===== src/rtl/bxa_pkg.sv =====
package bxa_pkg;

    localparam int unsigned BYTE_W = 8;
    localparam int unsigned LOG_AW = 16;
    localparam int unsigned NIB_W  = 4;

    localparam logic [BYTE_W-1:0] SFR_PAGE_ADR = 8'hA1;
    localparam logic [BYTE_W-1:0] SFR_BANK_ADR = 8'hA2;
    localparam logic [BYTE_W-1:0] PAGE_RST     = 8'h00;
    localparam logic [BYTE_W-1:0] BANK_RST     = 8'h70;
    localparam logic [2:0]        RSVD_READ    = 3'b111;

    typedef enum logic [1:0] {
        ACC_FETCH = 2'd0,
        ACC_TABLE = 2'd1,
        ACC_DPTR  = 2'd2,
        ACC_INDIR = 2'd3
    } acc_kind_e;

    typedef struct packed {
        logic [LOG_AW-1:0] addr;
        logic              ext_ok;
    } addr_req_t;

    typedef struct packed {
        logic             cs_mode;
        logic [NIB_W-1:0] bank;
    } bank_cfg_t;

    function automatic logic [BYTE_W-1:0] bank_view(bank_cfg_t c);
        return {c.cs_mode, RSVD_READ, c.bank};
    endfunction

    function automatic logic uses_bank(acc_kind_e k);
        return k != ACC_FETCH;
    endfunction

    function automatic bank_cfg_t bank_unpack(logic [BYTE_W-1:0] w);
        bank_cfg_t c;
        c.cs_mode = w[BYTE_W-1];
        c.bank    = w[NIB_W-1:0];
        return c;
    endfunction

endpackage


===== src/rtl/bxa_sfr_file.sv =====
module bxa_sfr_file
    import bxa_pkg::*;
#(
    parameter int unsigned DAT_W = BYTE_W
) (
    input  logic             clk,
    input  logic             rst,
    input  logic [DAT_W-1:0] sfr_addr,
    input  logic             sfr_we,
    input  logic [DAT_W-1:0] sfr_wdata,
    output logic [DAT_W-1:0] sfr_rdata,
    output logic [DAT_W-1:0] page_q,
    output bank_cfg_t        cfg_q
);

    logic hit_page;
    logic hit_bank;

    assign hit_page = (sfr_addr == SFR_PAGE_ADR);
    assign hit_bank = (sfr_addr == SFR_BANK_ADR);

    always_ff @(posedge clk) begin
        if (rst) begin
            page_q <= PAGE_RST;
            cfg_q  <= bank_unpack(BANK_RST);
        end else if (sfr_we) begin
            if (hit_page) page_q <= sfr_wdata;
            if (hit_bank) cfg_q  <= bank_unpack(sfr_wdata);
        end
    end

    always_comb begin
        sfr_rdata = '0;
        if (hit_page)      sfr_rdata = page_q;
        else if (hit_bank) sfr_rdata = bank_view(cfg_q);
    end

endmodule


===== src/rtl/bxa_addr_mux.sv =====
module bxa_addr_mux
    import bxa_pkg::*;
#(
    parameter int unsigned AW = LOG_AW,
    parameter int unsigned BW = BYTE_W
) (
    input  acc_kind_e     kind,
    input  logic [AW-1:0] pc,
    input  logic [AW-1:0] dptr,
    input  logic [BW-1:0] acc_a,
    input  logic [BW-1:0] ind_reg,
    input  logic [BW-1:0] page_q,
    output addr_req_t     req
);

    localparam int unsigned PAD_W = AW - BW;

    logic [AW-1:0] table_sum;

    assign table_sum = dptr + {{PAD_W{1'b0}}, acc_a};

    always_comb begin
        req.ext_ok = uses_bank(kind);
        unique case (kind)
            ACC_FETCH: req.addr = pc;
            ACC_TABLE: req.addr = table_sum;
            ACC_DPTR:  req.addr = dptr;
            ACC_INDIR: req.addr = {page_q, ind_reg};
            default:   req.addr = pc;
        endcase
    end

endmodule


===== src/rtl/bxa_nibble.sv =====
module bxa_nibble
    import bxa_pkg::*;
#(
    parameter int unsigned AW = LOG_AW,
    parameter int unsigned NW = NIB_W
) (
    input  bank_cfg_t   cfg,
    input  addr_req_t   req,
    output logic [NW-1:0] nib
);

    localparam int unsigned SEL_W = $clog2(NW);

    logic [SEL_W-1:0] region;
    logic [NW-1:0]    cs_n;

    assign region = req.addr[AW-1 -: SEL_W];

    for (genvar g = 0; g < NW; g++) begin : g_cs
        localparam logic [SEL_W-1:0] CODE = SEL_W'(g);
        assign cs_n[g] = (region != CODE);
    end

    always_comb begin
        if (cfg.cs_mode)     nib = cs_n;
        else if (req.ext_ok) nib = cfg.bank;
        else                 nib = '0;
    end

endmodule


===== src/rtl/bank_addr_gen.sv =====
module bank_addr_gen
    import bxa_pkg::*;
(
    input  logic        clk,
    input  logic        rst,
    input  logic [1:0]  acc_type,
    input  logic [15:0] pc,
    input  logic [15:0] dptr,
    input  logic [7:0]  acc_a,
    input  logic [7:0]  ind_reg,
    input  logic [7:0]  sfr_addr,
    input  logic        sfr_we,
    input  logic [7:0]  sfr_wdata,
    output logic [7:0]  sfr_rdata,
    output logic [7:0]  addr_lo,
    output logic [7:0]  addr_hi,
    output logic [3:0]  ext_nib
);

    logic [BYTE_W-1:0] page_q;
    bank_cfg_t         cfg_q;
    addr_req_t         req;
    logic [NIB_W-1:0]  nib_d;
    acc_kind_e         kind;
    logic              cs_mode_q;
    logic [NIB_W-1:0]  bank_q;

    assign kind      = acc_kind_e'(acc_type);
    assign cs_mode_q = cfg_q.cs_mode;
    assign bank_q    = cfg_q.bank;

    bxa_sfr_file #(.DAT_W(BYTE_W)) u_sfr (
        .clk      (clk),
        .rst      (rst),
        .sfr_addr (sfr_addr),
        .sfr_we   (sfr_we),
        .sfr_wdata(sfr_wdata),
        .sfr_rdata(sfr_rdata),
        .page_q   (page_q),
        .cfg_q    (cfg_q)
    );

    bxa_addr_mux #(.AW(LOG_AW), .BW(BYTE_W)) u_mux (
        .kind   (kind),
        .pc     (pc),
        .dptr   (dptr),
        .acc_a  (acc_a),
        .ind_reg(ind_reg),
        .page_q (page_q),
        .req    (req)
    );

    bxa_nibble #(.AW(LOG_AW), .NW(NIB_W)) u_nib (
        .cfg(cfg_q),
        .req(req),
        .nib(nib_d)
    );

    always_ff @(posedge clk) begin
        if (rst) begin
            addr_lo <= '0;
            addr_hi <= '0;
            ext_nib <= '0;
        end else begin
            addr_lo <= req.addr[BYTE_W-1:0];
            addr_hi <= req.addr[LOG_AW-1:BYTE_W];
            ext_nib <= nib_d;
        end
    end

endmodule


===== config.mk =====
export PLATFORM = sky130hd
export DESIGN_NAME = bank_addr_gen
export DESIGN_NICKNAME = d
export VERILOG_FILES = /design/src/rtl/bxa_pkg.sv /design/src/rtl/bxa_sfr_file.sv /design/src/rtl/bxa_addr_mux.sv /design/src/rtl/bxa_nibble.sv /design/src/rtl/bank_addr_gen.sv
export SDC_FILE = /design/constraint.sdc
export NUM_CORES = 1
export LEC_CHECK = 0
export ABC_CLOCK_PERIOD_IN_PS = 3200
export BUFFER_PORTS_ARGS = -buffer_cell sky130_fd_sc_hd__buf_2
export CAP_MARGIN = 25
export CORE_MARGIN = 10
export CORE_UTILIZATION = 45
export CTS_CLUSTER_SIZE = 24
export DETAILED_ROUTE_END_ITERATION = 6
export GPL_ROUTABILITY_DRIVEN = 1
export PLACE_DENSITY = 0.76
export RECOVER_POWER = 50
export SLEW_MARGIN = 20
export SYNTH_ARGS = -nofsm -noshare
export SYNTH_HDL_FRONTEND = slang
export SYNTH_HIERARCHICAL = 1
export SYNTH_SLANG_ARGS = --single-unit
export TNS_END_PERCENT = 20

===== constraint.sdc =====
create_clock -name clk -period 3.2 [get_ports clk]
set_input_delay 0.32 -clock clk [delete_from_list [all_inputs] [get_ports clk]]
set_output_delay 0.32 -clock clk [all_outputs]
set_load 0.02 [all_outputs]

; ---- After elaboration in Yosys (flattened, before gate mapping)
; Cells that the tools add are included.
[totals]
ff_bits = 33
output_inout_bits = 28
elab_cells = 25
[op_classes]
addsub = 1
n_eq_ne = 8
mux = 5
reduce_logical = 5
[ops]
columns = cell, count
row1 = 16-bit one-hot mux with 4 select lines, 1
row2 = 16-bit by 8-bit adder with 16-bit output, 1
row3 = "8-bit equality test, second input constant", 2
row4 = 8-bit two-way mux, 2
row5 = 4-bit two-way mux, 2
row6 = "2-bit equality test, second input constant", 2
row7 = "2-bit != test, second input constant", 2
row8 = 2-bit AND reduction, 2
row9 = 2-bit nonzero test, 2
row10 = "2-bit by 1-bit equality test with 1-bit output, second input constant", 1
row11 = 2-bit logical NOT, 1
row12 = "2-bit by 1-bit != test with 1-bit output, second input constant", 1

; ---- Depth between registers and ports, before layout
[depth]
word_depth = 4
mapped_depth = 11

; ---- Hierarchy
; Netlist, hierarchy kept.
[modules_own_cells]
columns = module, n_inst, cells_per_inst, area_per_inst_um2, seq_area_each_um2
row1 = bxa_addr_mux, 1, 103, 933.4, 0.0
row2 = bxa_sfr_file, 1, 87, 715.7, 260.2
row3 = bank_addr_gen, 1, 42, 618.1, 400.4
row4 = bxa_nibble, 1, 11, 57.6, 0.0

; ---- Least setup slack after synthesis
; No wires, ideal clock.
[synth_path]
kind = input -> register
startpoint = input dptr[0]
endpoint = register ext_nib[0]
setup_ns = 0.115
t_arrival_ns = 2.421
required_time_ns = 3.085
slack_ns = 0.664
cell_stages = 11
n_path_buf = 0
path_cell_list = ha_1 -> inv_1 -> fa_1 -> nand2b_1 -> a211oi_1 -> o21ai_1 -> xnor2_1 -> mux4_2 -> inv_1 -> a31oi_1 -> nor2b_2
[synth_lines]
columns = element, line_no
row1 = start: declaration, bank_addr_gen.sv:8  ; input logic [15:0] dptr,
row2 = end signal: assignment, bank_addr_gen.sv:67  ; ext_nib <= nib_d;
row3 = end: declaration, bank_addr_gen.sv:17  ; output logic [3:0] ext_nib

==> results.md <==
* Status: finished clean
* Buf/Inv on CP at 3
* Vias at about 2300
* Die width at just over 90 microns
* Initial core utilization at 46.1%
* Max Clock Freq at 0.366 GHz
* CTS tree: built
* Count of flip-flops with a built-in enable after synthesis at 0
* Final Max Tran Viols at 0
* CP top delay family: compound AO/OA/AOI/OAI gates
* Total Nets Final at 410
* Post-CTS setup buffer count at 0
* Syn Area/Cell at ~9.6 sq um
* Seq cells post-synth at 33
* Unique masters post-synth at between 40 and 50
* Reg2Reg Depth at 4
* CP Capture Type: flip-flop
* Worst-skew pair later-pin latency at 0.28 ns
* Seq/Total Area, Yosys at 28.4%
* Worst IR Drop VDD at 0.198 mV
* Final setup violation count at 0
* Drt first pass iters at 4
* Warnings, synthesis at 6
* Largest net degree at the start of global routing at 34
* H-tree Lvls at 2
* Cell area after synthesis at 2320 sq um
* Routed len/inst at ~17 microns
* Antenna Nets Post-Route at 0
* Reg clk slew, reported paths at roughly 0.070 ns
* Hold_buf cts at 0
* DR vias/cell at ~5.6
* Slew HR at 24.3%
* RD Place Congestion at 0.897
* Drt total wl at between 6 and 7 mm
* Post_cts resized at 0
* Synth top area share at 28.4%
* Initial antenna violation count at 0
* Setup TNS at 0 ns
* Worst Tran Pin Value at about 1.1 ns
* RSZ-0062 raised after global routing: no
* Hold Path Origin: sfr_wdata[4]
* Hold Path End: u_sfr/page_q[4]
* Maxcap violations at 0
* Area contributors post-synth: dfxtp_1 (28%), mux4_2 (14%), nor2b_2 (6.0%)
* Share of layout cells above drive strength 1 at 37.2%
* First-pass GRT wire length at between 10 and 15 mm
* Hold slack at approximately 0.30 ns
* Period minus WS final at 2.73 ns
* First-iteration detailed-routing DRC count at 149
* Cell count after synthesis at 243
* Number of global-route vias before repair at 2308
* Clk_skew at 0.000858 ns
* Port bufs at 96
* GRT overflow at 0
* Maximum fanout along the worst path at 4
* CP arrival at around 2.9 ns
* Crit path largest cell delay at between 0.5 and 0.6 ns
* Row count at 26
* Syn nets at around 320
* Leak pwr at 0.00115 uW
* Final cycle utilization of the critical path at a little under nine tenths
* Area Overhead vs Synth at 23.1%
* Crit path launch type: primary input
* Class of the most critical setup path: primary input to flip-flop
* Die area at 8440 sq um
* Main synth FF type: dfxtp_1
* Critical-path cell list: buf_2, ha_1, inv_1, fa_1, nand2b_1, a211oi_1, o21ai_1, xnor2_1, mux4_2, inv_1, a31oi_1, nor2b_2
* Cell mode on critical path: inv_1
* CTS Buf Count at 5
* Crit. Startpoint: dptr[0]
* Overall die height at roughly 92 microns
* Fillers at slightly below 500
* R2r endpoint: ext_nib[1]
* Largest area contributor in the netlist: dfxtp_1
* Critical-path top delay cell: a211oi_1
* Hold Vio Cnt, Final at 0
* Maximum clock insertion buffer count at 2
* # diodes at 0
* Reg-to-reg slack, setup at 1.87 ns
* Clock Sinks at 33
* Hold Crit Depth at 3
* Power per cell area at 354 nW/um^2
* Num ports at slightly below 100
* Required time of the critical path at approximately 3.4 ns
* Post-synth ARST share at 0%
* HP Class: primary input to flip-flop
* DP HPWL at 5.47 mm
* Core ar. at 5040 sq um
* R2R Path Start: u_sfr/page_q[7]
* GRT Util Overall at 15.8%
* Root buf cell: clkbuf_8
* DRC at 0
## sequential cells by signal, summed over array words and instances (netlist names)
name and flops:
ext_nib 4, u_sfr/page_q 8, addr_hi 8, addr_lo 8, u_sfr/cfg_q 5
## tightest hold or removal path: stages
cell and delay (ns):
buf_2 0.10, nand4_1 0.06, a21oi_1 0.06
## metrics by stage
step	cell area (sq um)	worst slack [ns]	instances	power, uW	utilization [%]
after CTS	2890	0.554	401	1020	57.4
after detailed placement	2820	0.268	395	732	55.9
after global routing	2860	0.375	401	1060	56.7
after global placement	2820	0.344	395	726	55.9
final	2860	0.465	401	1010	56.7
after floorplan	2320	0.664	243	637	-
## worst max-delay path by stage
stage	depth (start not counted)	slack (ns)	to
2_1_floorplan	11	0.66	ext_nib[0]
3_3_place_gp	12	0.34	ext_nib[0]
3_5_place_dp	12	0.27	ext_nib[2]
4_1_cts	12	0.55	ext_nib[2]
5_1_grt	12	0.37	ext_nib[2]
6_report	12	0.47	ext_nib[2]
## power by group
part / internal [uW] / switching, uW / total (uW)
clock network: 143 / 150 / 293
logic: 133 / 154 / 287
registers: 428 / 4.51 / 433
## cell type report
cell class,instances,area [sq um],area share [%]
clock buffer,5,68.8,2.40
clock inverter,1,5.00,0.175
inverter,9,33.8,1.18
multi-input combinational,185,1540,53.7
sequential,33,661,23.1
tap,70,87.6,3.06
timing repair buffer,98,468,16.4
## Yosys cell counts (2+ instances only)
library cell / count
nand4_1: 15
mux4_2: 14
and3_1: 2
o21ai_1: 3
a22oi_1: 5
nor2b_1: 5
dfxtp_1: 33
a31oi_1: 6
and3b_1: 2
nor2b_2: 16
buf_6: 3
nand2_1: 5
xnor2_1: 9
buf_2: 4
clkbuf_1: 6
o31ai_1: 13
o211ai_1: 3
a211oi_1: 2
nor2b_4: 4
nand3b_1: 2
a21oi_2: 3
xor2_1: 2
and2_1: 2
buf_1: 2
nor2_1: 17
a21oi_1: 27
ha_1: 8
nand2b_1: 2
inv_1: 9
nand3_1: 4
## cell usage in the layout, fill, tap and decap left out, types with 6 or more instances in the layout
cell	synthesis	routed
a21oi_1	27	27
a31oi_1	6	6
buf_2	4	74
clkbuf_1	6	22
dfxtp_1	33	33
ha_1	8	8
inv_1	9	9
mux4_2	14	14
nand4_1	15	15
nor2_1	17	17
nor2b_2	16	16
o31ai_1	13	13
xnor2_1	9	9
## routing by layer
layer / global-route usage (%) / vias to the layer above / share of wire [%]
li1: - / 1088 / -
met1: 19.5 / 1061 / 45
met2: 25.6 / 91 / 47
met3: 4.56 / 12 / 6.6
met4: 5.91 / 0 / 1.8
met5: 0 / - / 0
## logic make-up after synthesis
kind of cell    count (synthesis)  share of synthesized area (%)
xor+xnor                       11                           4.14
compound gates                 69                           19.4
fa+ha+maj                       9                           5.17
simple gates                   80                           23.1
flops                          33                           28.4
buf+inv                        25                           5.27
mux                            16                           14.5
Note: power is estimated with default switching activity, not from simulation.
